### src/rtl/pwm_estop_pkg.sv
package pwm_estop_pkg;

    typedef enum logic {
        PAIR_SPLIT = 1'b0,
        PAIR_CAT   = 1'b1
    } pair_mode_e;

    // Apply the channel polarity to the "count below duty" condition.
    function automatic logic apply_pol(input logic below, input logic pol);
        return pol ? below : ~below;
    endfunction

endpackage

### src/rtl/pwm_estop_pair.sv
module pwm_estop_pair
    import pwm_estop_pkg::*;
#(
    parameter int CW = 8
) (
    input  logic          clk,
    input  logic          rst_n,
    input  pair_mode_e    mode,
    input  logic [1:0]    en,
    input  logic [1:0]    pol,
    input  logic [CW-1:0] per_lo,
    input  logic [CW-1:0] per_hi,
    input  logic [CW-1:0] duty_lo,
    input  logic [CW-1:0] duty_hi,
    input  logic          freeze,
    output logic [1:0]    wave,
    output logic [1:0]    wrap
);
    localparam int WW = 2 * CW;

    typedef struct packed {
        logic [CW-1:0] hi;
        logic [CW-1:0] lo;
    } cnt_t;

    cnt_t st_d, st_q;

    logic [WW-1:0] cat_cnt, cat_per, cat_duty;
    logic          cat_end, lo_end, hi_end;

    always_comb begin
        st_d     = st_q;
        wave     = '0;
        wrap     = '0;
        cat_cnt  = st_q;
        cat_per  = {per_hi, per_lo};
        cat_duty = {duty_hi, duty_lo};
        cat_end  = (cat_per != '0) && (cat_cnt >= cat_per - WW'(1));
        lo_end   = (per_lo != '0) && (st_q.lo >= per_lo - CW'(1));
        hi_end   = (per_hi != '0) && (st_q.hi >= per_hi - CW'(1));

        if (mode == PAIR_CAT) begin
            // one 16-bit counter, driven out on the odd pin
            if (!en[1]) begin
                st_d = '0;
            end else if (!freeze && cat_per != '0) begin
                wrap = {2{cat_end}};
                st_d = cat_end ? '0 : cat_cnt + WW'(1);
            end
            wave[1] = en[1] & apply_pol(cat_cnt < cat_duty, pol[1]);
        end else begin
            // two independent 8-bit lanes
            if (!en[0]) begin
                st_d.lo = '0;
            end else if (!freeze && per_lo != '0) begin
                wrap[0] = lo_end;
                st_d.lo = lo_end ? '0 : st_q.lo + CW'(1);
            end
            if (!en[1]) begin
                st_d.hi = '0;
            end else if (!freeze && per_hi != '0) begin
                wrap[1] = hi_end;
                st_d.hi = hi_end ? '0 : st_q.hi + CW'(1);
            end
            wave[0] = en[0] & apply_pol(st_q.lo < duty_lo, pol[0]);
            wave[1] = en[1] & apply_pol(st_q.hi < duty_hi, pol[1]);
        end
    end

    always_ff @(posedge clk or negedge rst_n) begin
        if (!rst_n) st_q <= '0;
        else        st_q <= st_d;
    end

endmodule

### src/rtl/pwm_estop_guard.sv
module pwm_estop_guard #(
    parameter int NUM_CH = 8
) (
    input  logic              clk,
    input  logic              rst_n,
    input  logic              sd_in,
    input  logic              restart_en,
    input  logic              flag_clr,
    input  logic [NUM_CH-1:0] wrap,
    output logic [NUM_CH-1:0] hold_vec,
    output logic              flag
);
    typedef struct packed {
        logic [NUM_CH-1:0] hold;
        logic              sd_seen;
        logic              flag;
    } guard_t;

    guard_t g_d, g_q;

    always_comb begin
        g_d         = g_q;
        g_d.sd_seen = sd_in;

        // hold sets while shutdown is active; each bit clears at its own wrap
        if (sd_in)           g_d.hold = '1;
        else if (restart_en) g_d.hold = g_q.hold & ~wrap;

        // a new rising edge has priority over the clear strobe
        if (sd_in && !g_q.sd_seen) g_d.flag = 1'b1;
        else if (flag_clr)         g_d.flag = 1'b0;
    end

    always_ff @(posedge clk or negedge rst_n) begin
        if (!rst_n) g_q <= '0;
        else        g_q <= g_d;
    end

    assign hold_vec = g_q.hold;
    assign flag     = g_q.flag;

endmodule

### src/rtl/pwm_estop.sv
module pwm_estop
    import pwm_estop_pkg::*;
#(
    parameter int NUM_CH = 8,
    parameter int CW     = 8
) (
    input  logic                 clk,
    input  logic                 rst_n,
    input  logic                 sd_enable,
    input  logic                 sd_pin,
    input  logic [NUM_CH-1:0]    ch_en,
    input  logic [NUM_CH-1:0]    ch_pol,
    input  logic [NUM_CH*CW-1:0] period_flat,
    input  logic [NUM_CH*CW-1:0] duty_flat,
    input  logic [NUM_CH/2-1:0]  pair_cat,
    input  logic                 safe_lvl,
    input  logic                 restart_en,
    input  logic                 lp_hold,
    input  logic                 flag_clr,
    output logic [NUM_CH-1:0]    pwm_out,
    output logic                 sd_flag
);
    localparam int NPAIR = NUM_CH / 2;

    logic              sd_in;
    logic [NUM_CH-1:0] wave_vec, wrap_vec, hold_vec, pin_d;

    assign sd_in = sd_enable & sd_pin;

    for (genvar p = 0; p < NPAIR; p++) begin : g_pair
        pwm_estop_pair #(.CW(CW)) u_pair (
            .clk     (clk),
            .rst_n   (rst_n),
            .mode    (pair_mode_e'(pair_cat[p])),
            .en      (ch_en[2*p +: 2]),
            .pol     (ch_pol[2*p +: 2]),
            .per_lo  (period_flat[(2*p)*CW +: CW]),
            .per_hi  (period_flat[(2*p+1)*CW +: CW]),
            .duty_lo (duty_flat[(2*p)*CW +: CW]),
            .duty_hi (duty_flat[(2*p+1)*CW +: CW]),
            .freeze  (lp_hold),
            .wave    (wave_vec[2*p +: 2]),
            .wrap    (wrap_vec[2*p +: 2])
        );
    end

    pwm_estop_guard #(.NUM_CH(NUM_CH)) u_guard (
        .clk        (clk),
        .rst_n      (rst_n),
        .sd_in      (sd_in),
        .restart_en (restart_en),
        .flag_clr   (flag_clr),
        .wrap       (wrap_vec),
        .hold_vec   (hold_vec),
        .flag       (sd_flag)
    );

    // Forcing follows the live shutdown input, so the safe level appears without a cycle of delay.
    always_comb begin
        for (int i = 0; i < NUM_CH; i++) begin
            pin_d[i] = (sd_in || hold_vec[i]) ? safe_lvl : wave_vec[i];
        end
        if (sd_enable) pin_d[NUM_CH-1] = 1'b0;
    end

    assign pwm_out = pin_d;

endmodule

### config.mk
export PLATFORM = sky130hd
export DESIGN_NAME = pwm_estop
export DESIGN_NICKNAME = d
export VERILOG_FILES = /design/src/rtl/pwm_estop_pkg.sv /design/src/rtl/pwm_estop_pair.sv /design/src/rtl/pwm_estop_guard.sv /design/src/rtl/pwm_estop.sv
export SDC_FILE = /design/constraint.sdc
export NUM_CORES = 1
export LEC_CHECK = 0
export BUFFER_PORTS_ARGS = -buffer_cell sky130_fd_sc_hd__clkbuf_2
export CAP_MARGIN = 20
export CELL_PAD_IN_SITES_DETAIL_PLACEMENT = 1
export CELL_PAD_IN_SITES_GLOBAL_PLACEMENT = 1
export CORE_UTILIZATION = 40
export CTS_BUF_LIST = sky130_fd_sc_hd__clkbuf_4 sky130_fd_sc_hd__clkbuf_8
export DETAILED_ROUTE_END_ITERATION = 7
export PLACE_DENSITY_LB_ADDON = 0.1
export SYNTH_ARGS = -nofsm -noshare
export SYNTH_HDL_FRONTEND = slang
export SYNTH_SLANG_ARGS = --single-unit
### constraint.sdc
create_clock -name clk -period 2.8 [get_ports clk]
set_clock_uncertainty 0.15 [all_clocks]
set_input_delay 0.14 -clock clk [delete_from_list [all_inputs] [get_ports clk]]
set_output_delay 0.14 -clock clk [all_outputs]
set_load 0.005 [all_outputs]
======== Word-level counts from Yosys, hierarchy flattened ========
Cells that the tools add are included.
word-level totals
  input bits .............................. 156
  output and inout bits ................... 9
  register bits ........................... 74
  word-level logic and storage cells ...... 256
operators by class
  bitwise operators ....................... 27
  mux-type cells .......................... 101
  $add $sub $neg .......................... 24
  equal/unequal tests ..................... 12
  reduce and logical (&&, ||, !) cells .... 57
  order comparisons ....................... 24
operator list
  cell                                                 count
  2-to-1 mux 16 bit                                    16
  2-to-1 mux 8 bit                                     26
  adder 16 x 1 -> 16 bit (second input constant)       4
  adder 8 x 1 -> 8 bit (second input constant)         8
  greater-or-equal comparator 16 bit                   4
  greater-or-equal comparator 8 bit                    8
  less-than comparator 16 bit                          4
  less-than comparator 8 bit                           8
  nonzero test 16 bit                                  4
  nonzero test 8 bit                                   8
  subtractor 16 x 1 -> 16 bit (second input constant)  4
  subtractor 8 x 1 -> 8 bit (second input constant)    8
  2-to-1 mux 1 bit                                     47
  logical AND 1 bit                                    25
  2-to-1 mux 2 bit                                     12
  != test 3 x 1 -> 1 bit (second input constant)       8
  AND reduction 2 bit                                  8
  bitwise AND 1 bit                                    13
  != test 3 x 2 -> 1 bit (second input constant)       4
  NOT 1 bit                                            12
  bitwise AND 8 bit                                    1
  logical OR 1 bit                                     8
  NOT 8 bit                                            1
  nonzero test 2 bit                                   2
  zero test 1 bit                                      2

======== Longest topological paths before layout ========
  word-level depth ........................ 10
  depth in mapped cells ................... 16

======== Modules after synthesis ========
From an unflattened synthesis, not the netlist that was laid out.
second synthesis, totals
  cell total of the unflattened synthesis .. 1263
  area total of the unflattened synthesis .. 10563.9 sq um
modules (own cells, without submodules)
  module                                 area an instance (sq um)  sequential area each (sq um)  instances  cells an instance
  pwm_estop_pair (g_pair[0].u_pair ...)  2499.9                    400.4                         3          301
  pwm_estop_pair (g_pair[2].u_pair)      2469.9                    400.4                         1          302
  pwm_estop_guard                        436.7                     250.2                         1          39
  pwm_estop                              157.7                     0.0                           1          19

======== Worst setup path before layout ========
OpenSTA, ideal clock, no wires.
  path kind ............................... input to register
  start point ............................. input period_flat[53]
  end point ............................... register g_pair[3].u_pair.st_q, in the netlist g_pair[3].u_pair.cat_cnt[0]
  stages .................................. 14
  data arrival time ....................... 3090 ps
  setup slack ............................. -505 ps
  library setup time ...................... 65 ps
  path buffers ............................ 0
  cells stage by stage .................... or4_1 -> nor3_1 -> nand2_1 -> nor2_1 -> xnor2_1 -> ha_1 -> a211oi_1 -> o21ai_0 -> o211ai_1 -> a21oi_1 -> o32a_2 -> o22a_1 -> nor2_1 -> mux2_2
between the ends
  word-level cells in the longest chain between the ends .. 7
  elaborated cells between the ends (all ways) .. 20
ends and longest elaborated chain
  item                                                                                     line                                        RTL
  start: declaration                                                                       pwm_estop.sv:13                             input logic [NUM_CH*CW-1:0] period_flat,
  subtractor 16 x 1 -> 16 bit or subtractor 8 x 1 -> 8 bit (tied branches)                 pwm_estop_pair.sv:38, pwm_estop_pair.sv:39
  greater-or-equal comparator 16 bit or greater-or-equal comparator 8 bit (tied branches)  pwm_estop_pair.sv:38, pwm_estop_pair.sv:39
  logical AND 1 bit, on equally long branches                                              pwm_estop_pair.sv:38, pwm_estop_pair.sv:39
  2-to-1 mux 16 bit or 2-to-1 mux 8 bit (tied branches)                                    pwm_estop_pair.sv:48, pwm_estop_pair.sv:57
  2-to-1 mux 16 bit or 2-to-1 mux 8 bit (tied branches)                                    pwm_estop_pair.sv:46, pwm_estop_pair.sv:55
  2-to-1 mux 16 bit or 2-to-1 mux 8 bit (tied branches)                                    pwm_estop_pair.sv:44, pwm_estop_pair.sv:53
  2-to-1 mux 16 bit                                                                        pwm_estop_pair.sv:42                        if (mode == PAIR_CAT) begin
  end signal: assignment                                                                   pwm_estop_pair.sv:72                        else st_q <= st_d;
  end: declaration                                                                         pwm_estop_pair.sv:26                        cnt_t st_d, st_q;
Several ways; a longest one is shown, not always the timed one. The select of a mux whose other input is x is not followed.
A chain may end at the register's enable or synchronous reset.

======== Final worst setup path ========
  start point ............................. input period_flat[18]
  end point ............................... register g_pair[1].u_pair.st_q, in the netlist g_pair[1].u_pair.cat_cnt[15]
between the ends
  word-level cells in the longest chain between the ends .. 7
  elaborated cells between the ends (all ways) .. 11
ends and longest elaborated chain
  item                                line                  RTL
  subtractor 16 x 1 -> 16 bit         pwm_estop_pair.sv:38  cat_end = (cat_per != '0) && (cat_cnt >= cat_per - WW'(1));
  greater-or-equal comparator 16 bit  pwm_estop_pair.sv:38
  logical AND 1 bit                   pwm_estop_pair.sv:38
  2-to-1 mux 16 bit                   pwm_estop_pair.sv:48  st_d = cat_end ? '0 : cat_cnt + WW'(1);
  2-to-1 mux 16 bit                   pwm_estop_pair.sv:46  end else if (!freeze && cat_per != '0) begin
  2-to-1 mux 16 bit                   pwm_estop_pair.sv:44  if (!en[1]) begin
  2-to-1 mux 16 bit                   pwm_estop_pair.sv:42
  end signal: assignment              pwm_estop_pair.sv:72
  end: declaration                    pwm_estop_pair.sv:26
Several ways; a longest one is shown, not always the timed one. The select of a mux whose other input is x is not followed.

==> metrics.md <==
| Metric | Value |
|---|---|
| Grt ovf | `0` |
| DRT iter0 DRCs | `403` |
| Wire length per cell | `18.4 µm` |
| Gate power share | `42.1%` |
| # clock sinks | `74` |
| Routed vias/inst | `5.59` |
| Failing checks | `setup timing` |
| Global-route wire length before repair | `55500 µm` |
| Initial antenna violation count | `0` |
| DR DRC count | `0` |
| Number of flops mapped to enable cells by yosys | `0` |
| LEAKAGE | `0.00705 µW` |
| Die width | `157 µm` |
| Switching share of power | `37.5%` |
| Clock Pin Slew Worst Setup and Hold Paths | `90 ps` |
| Largest net degree at the start of global routing | `37` |
| Critical path launch point type | `input port` |
| Synth Net Count | `1538` |
| Worst ir drop on vdd | `0.212 mV` |
| Initial Util | `41.0%` |
| Pwr Total | `3340 µW` |
| Post-synth top area cell | `ha_1` |
| P&R area growth vs syn | `45.7%` |
| Critical path class | `input port to register` |
| CTS Root Cell | `clkbuf_8` |
| Final worst setup slack | `-226 ps` |
| Post-Synthesis Cells | `1205` |
| Unrepaired setup endpoints after global routing | `yes` |
| Predominant post-synthesis flop cell | `dfrtp_1` |
| Max Buffers Root-to-Sink | `2` |
| Drt pass-1 iters | `5` |
| Core area | `23500 µm²` |
| Post-route ant nets | `0` |
| WP data required | `2920 ps` |
| Worst R2R Setup Slack | `-70 ps` |
| Async SR Flop Fraction | `100%` |
| Maxcap violations | `0` |
| Clock share of power | `23.5%` |
| CTS tree | `yes` |
| Setup TNS | `-3340 ps` |
| # nets final | `1943` |
| TritonCTS buffer count | `9` |
| Via count | `10800` |
| Fin crit period | `3030 ps` |
| Syn Area/Cell | `8.00 µm²` |
| Final setup viols | `47` |
| Die H | `157 µm` |
| Die area | `24700 µm²` |
| Hold/Removal Path Class | `input port to register` |
| Worst Tran Pin Value | `637 ps` |
| P_int | `2090 µW` |
| Placer Congestion | `0.876` |
| Outcome | `finished with violations` |
| Number of synthesized register bits | `74` |
| Hold Violations, Final | `0` |
| Critical Path Sink Type | `register` |
| Pins Over Slew Limit | `0` |
| Fmax | `0.330 GHz` |
| Sequential area share after synthesis | `19.2%` |
| Synth warnings | `0` |
| Post-synth design cell area | `9640 µm²` |
| CTS H-Tree Depth | `3` |
| CP max FO | `4` |
| Final HPWL from detailed placement | `27700 µm` |
| Global-route usage over all layers | `28.1%` |
| IO Count | `165` |
| Switch Pwr | `1250 µW` |
| # diodes | `0` |
| Vias in the first global route | `11500` |
| Clock Latency Late Sink | `380 ps` |
| Share of cells above drive strength 1 | `37.3%` |
| Largest cells by area after synthesis | `ha_1 (23%), dfrtp_1 (19%), xor2_1 (4.4%)` |
| I/O Buffers | `164` |
| Share of the synthesized area in the top cell type | `23.0%` |
| Period utilisation layout | `108%` |
| CP arrival | `3140 ps` |
| Part of the power in registers | `34.4%` |
| Routed WL | `35500 µm` |
| Library cells used by synthesis | `84` |
| Power per cell area | `237 nW/µm²` |
| Max_slew headroom | `56.4%` |
| Cell Rows | `56` |
==> power by group through the flow <==
stage / Sequential [µW] / Clock (µW) / Combinational [µW]
2_1_floorplan: 1180 / 0 / 596
3_3_place_gp: 1170 / 0 / 1180
3_5_place_dp: 1170 / 0 / 1230
4_1_cts: 1150 / 792 / 1310
5_1_grt: 1150 / 831 / 1560
6_report: 1150 / 783 / 1410
==> path summary, 6_finish.rpt <==
kind                                                      to                         from  cells after the start
worst max-delay path            g_pair[1].u_pair.cat_cnt[15]              period_flat[18]                     13
worst min-delay path                     u_guard.hold_vec[6]                       sd_pin                      3
worst max register to register  g_pair[1].u_pair.cat_cnt[15]  g_pair[1].u_pair.cat_cnt[8]                     10
worst min register to register                  u_guard.flag               u_guard.g_q[1]                      1
max in group asynchronous        g_pair[1].u_pair.cat_cnt[4]                        rst_n                      3
min in group asynchronous        g_pair[2].u_pair.cat_cnt[8]                        rst_n                      2
==> layer usage <==
| layer | GRT usage, % | routed length, µm | vias to the layer above |
|---|---|---|---|
| li1 | - | - | 5237 |
| met5 | 0 | 0 | - |
| met3 | 3.11 | 944 | 73 |
| met1 | 33.6 | 15100 | 5285 |
| met4 | 7.77 | 963 | 0 |
| met2 | 52.5 | 18500 | 215 |
==> metrics by stage <==
stage / worst slack (ps) / cell area [µm²] / utilization, % / hold WS [ps] / cells
6_report: -226 / 14000 / 59.7 / 8.50 / 1933
5_1_grt: -356 / 14000 / 59.7 / 25.0 / 1933
4_1_cts: -170 / 13400 / 57.0 / 21.1 / 1914
3_5_place_dp: -653 / 12700 / 53.8 / 5.36 / 1879
3_3_place_gp: -522 / 12700 / 53.8 / 14.2 / 1879
2_1_floorplan: -324 / 9960 / - / -306 / 1205
==> area by class of cell <==
cell class,count,area (µm²)
inverters,104,419
clock buffers,9,124
multi-input cells,1015,8440
clock inverters,6,42.5
repair buffers,406,2780
fillers,2867,9490
well taps,319,399
flip-flops and latches,74,1850
==> placed cells by master, fill, tap and decap left out, types with 8 or more instances in the layout <==
cell type / n
a21oi_1: 56
o211ai_1: 11
a311oi_2: 12
nand2_1: 85
xnor2_1: 45
nand3_1: 35
and3_1: 25
a21oi_2: 14
a31oi_1: 16
buf_6: 26
dfrtp_1: 73
nand4_1: 18
o21ai_0: 34
inv_1: 100
o21ai_2: 15
ha_4: 11
nand2b_1: 14
clkbuf_2: 151
a22o_1: 10
ha_1: 165
and2_1: 10
nor3_1: 20
nor2b_1: 23
xor2_1: 45
o21ai_1: 24
nand2_2: 14
clkbuf_8: 9
a21o_1: 27
o21a_1: 8
a211oi_2: 8
nor2_1: 80
buf_4: 220
==> flip-flops by register name (all words and copies together) (netlist names) <==
name	cells
g_pair.u_pair.cat_cnt	64
u_guard.flag	1
u_guard.g_q	1
u_guard.hold_vec	8
==> kinds of logic after synthesis <==
| logic type | share of synthesized area, % |
|---|---|
| and+or+nand+nor | 22.6 |
| DFF | 19.2 |
| xor gates and xnor gates | 8.45 |
| AOI/OAI and AO/OA | 21.8 |
| muxes | 0.428 |
| adders and majority gates | 23.0 |
| buffers and inverters | 4.54 |
==> synthesized netlist by cell type, types with 27 or more instances <==
library cell and count:
dfrtp_1 74, a21o_1 27, xor2_1 48, ha_1 177
and3_1 28, nand2_1 106, nand3_1 42, nor3_1 33
inv_1 103, xnor2_1 45, a21oi_1 72, nor2_1 91
o21ai_0 69
==> what timing repair did <==
action                                  in CTS  in global routing
hold buffers                                 6                  0
pin swaps                                   64                 73
endpoints found under the setup margin      72                 80
setup buffers                               14                 20
gates cloned                                 1                  0
gates resized for setup                     99                121
endpoints found under the hold margin       40                  0
==> critical path, stage by stage <==
cell      delay, ps
buf_6            90
or4_4           570
nor4_1          380
xnor2_1         130
ha_1            340
and4_1          210
a221oi_2         80
buf_4           160
o211ai_1        250
a21oi_2         120
buf_2           160
or3_4           380
o221a_2         130
(Power assumes the default switching activity.)
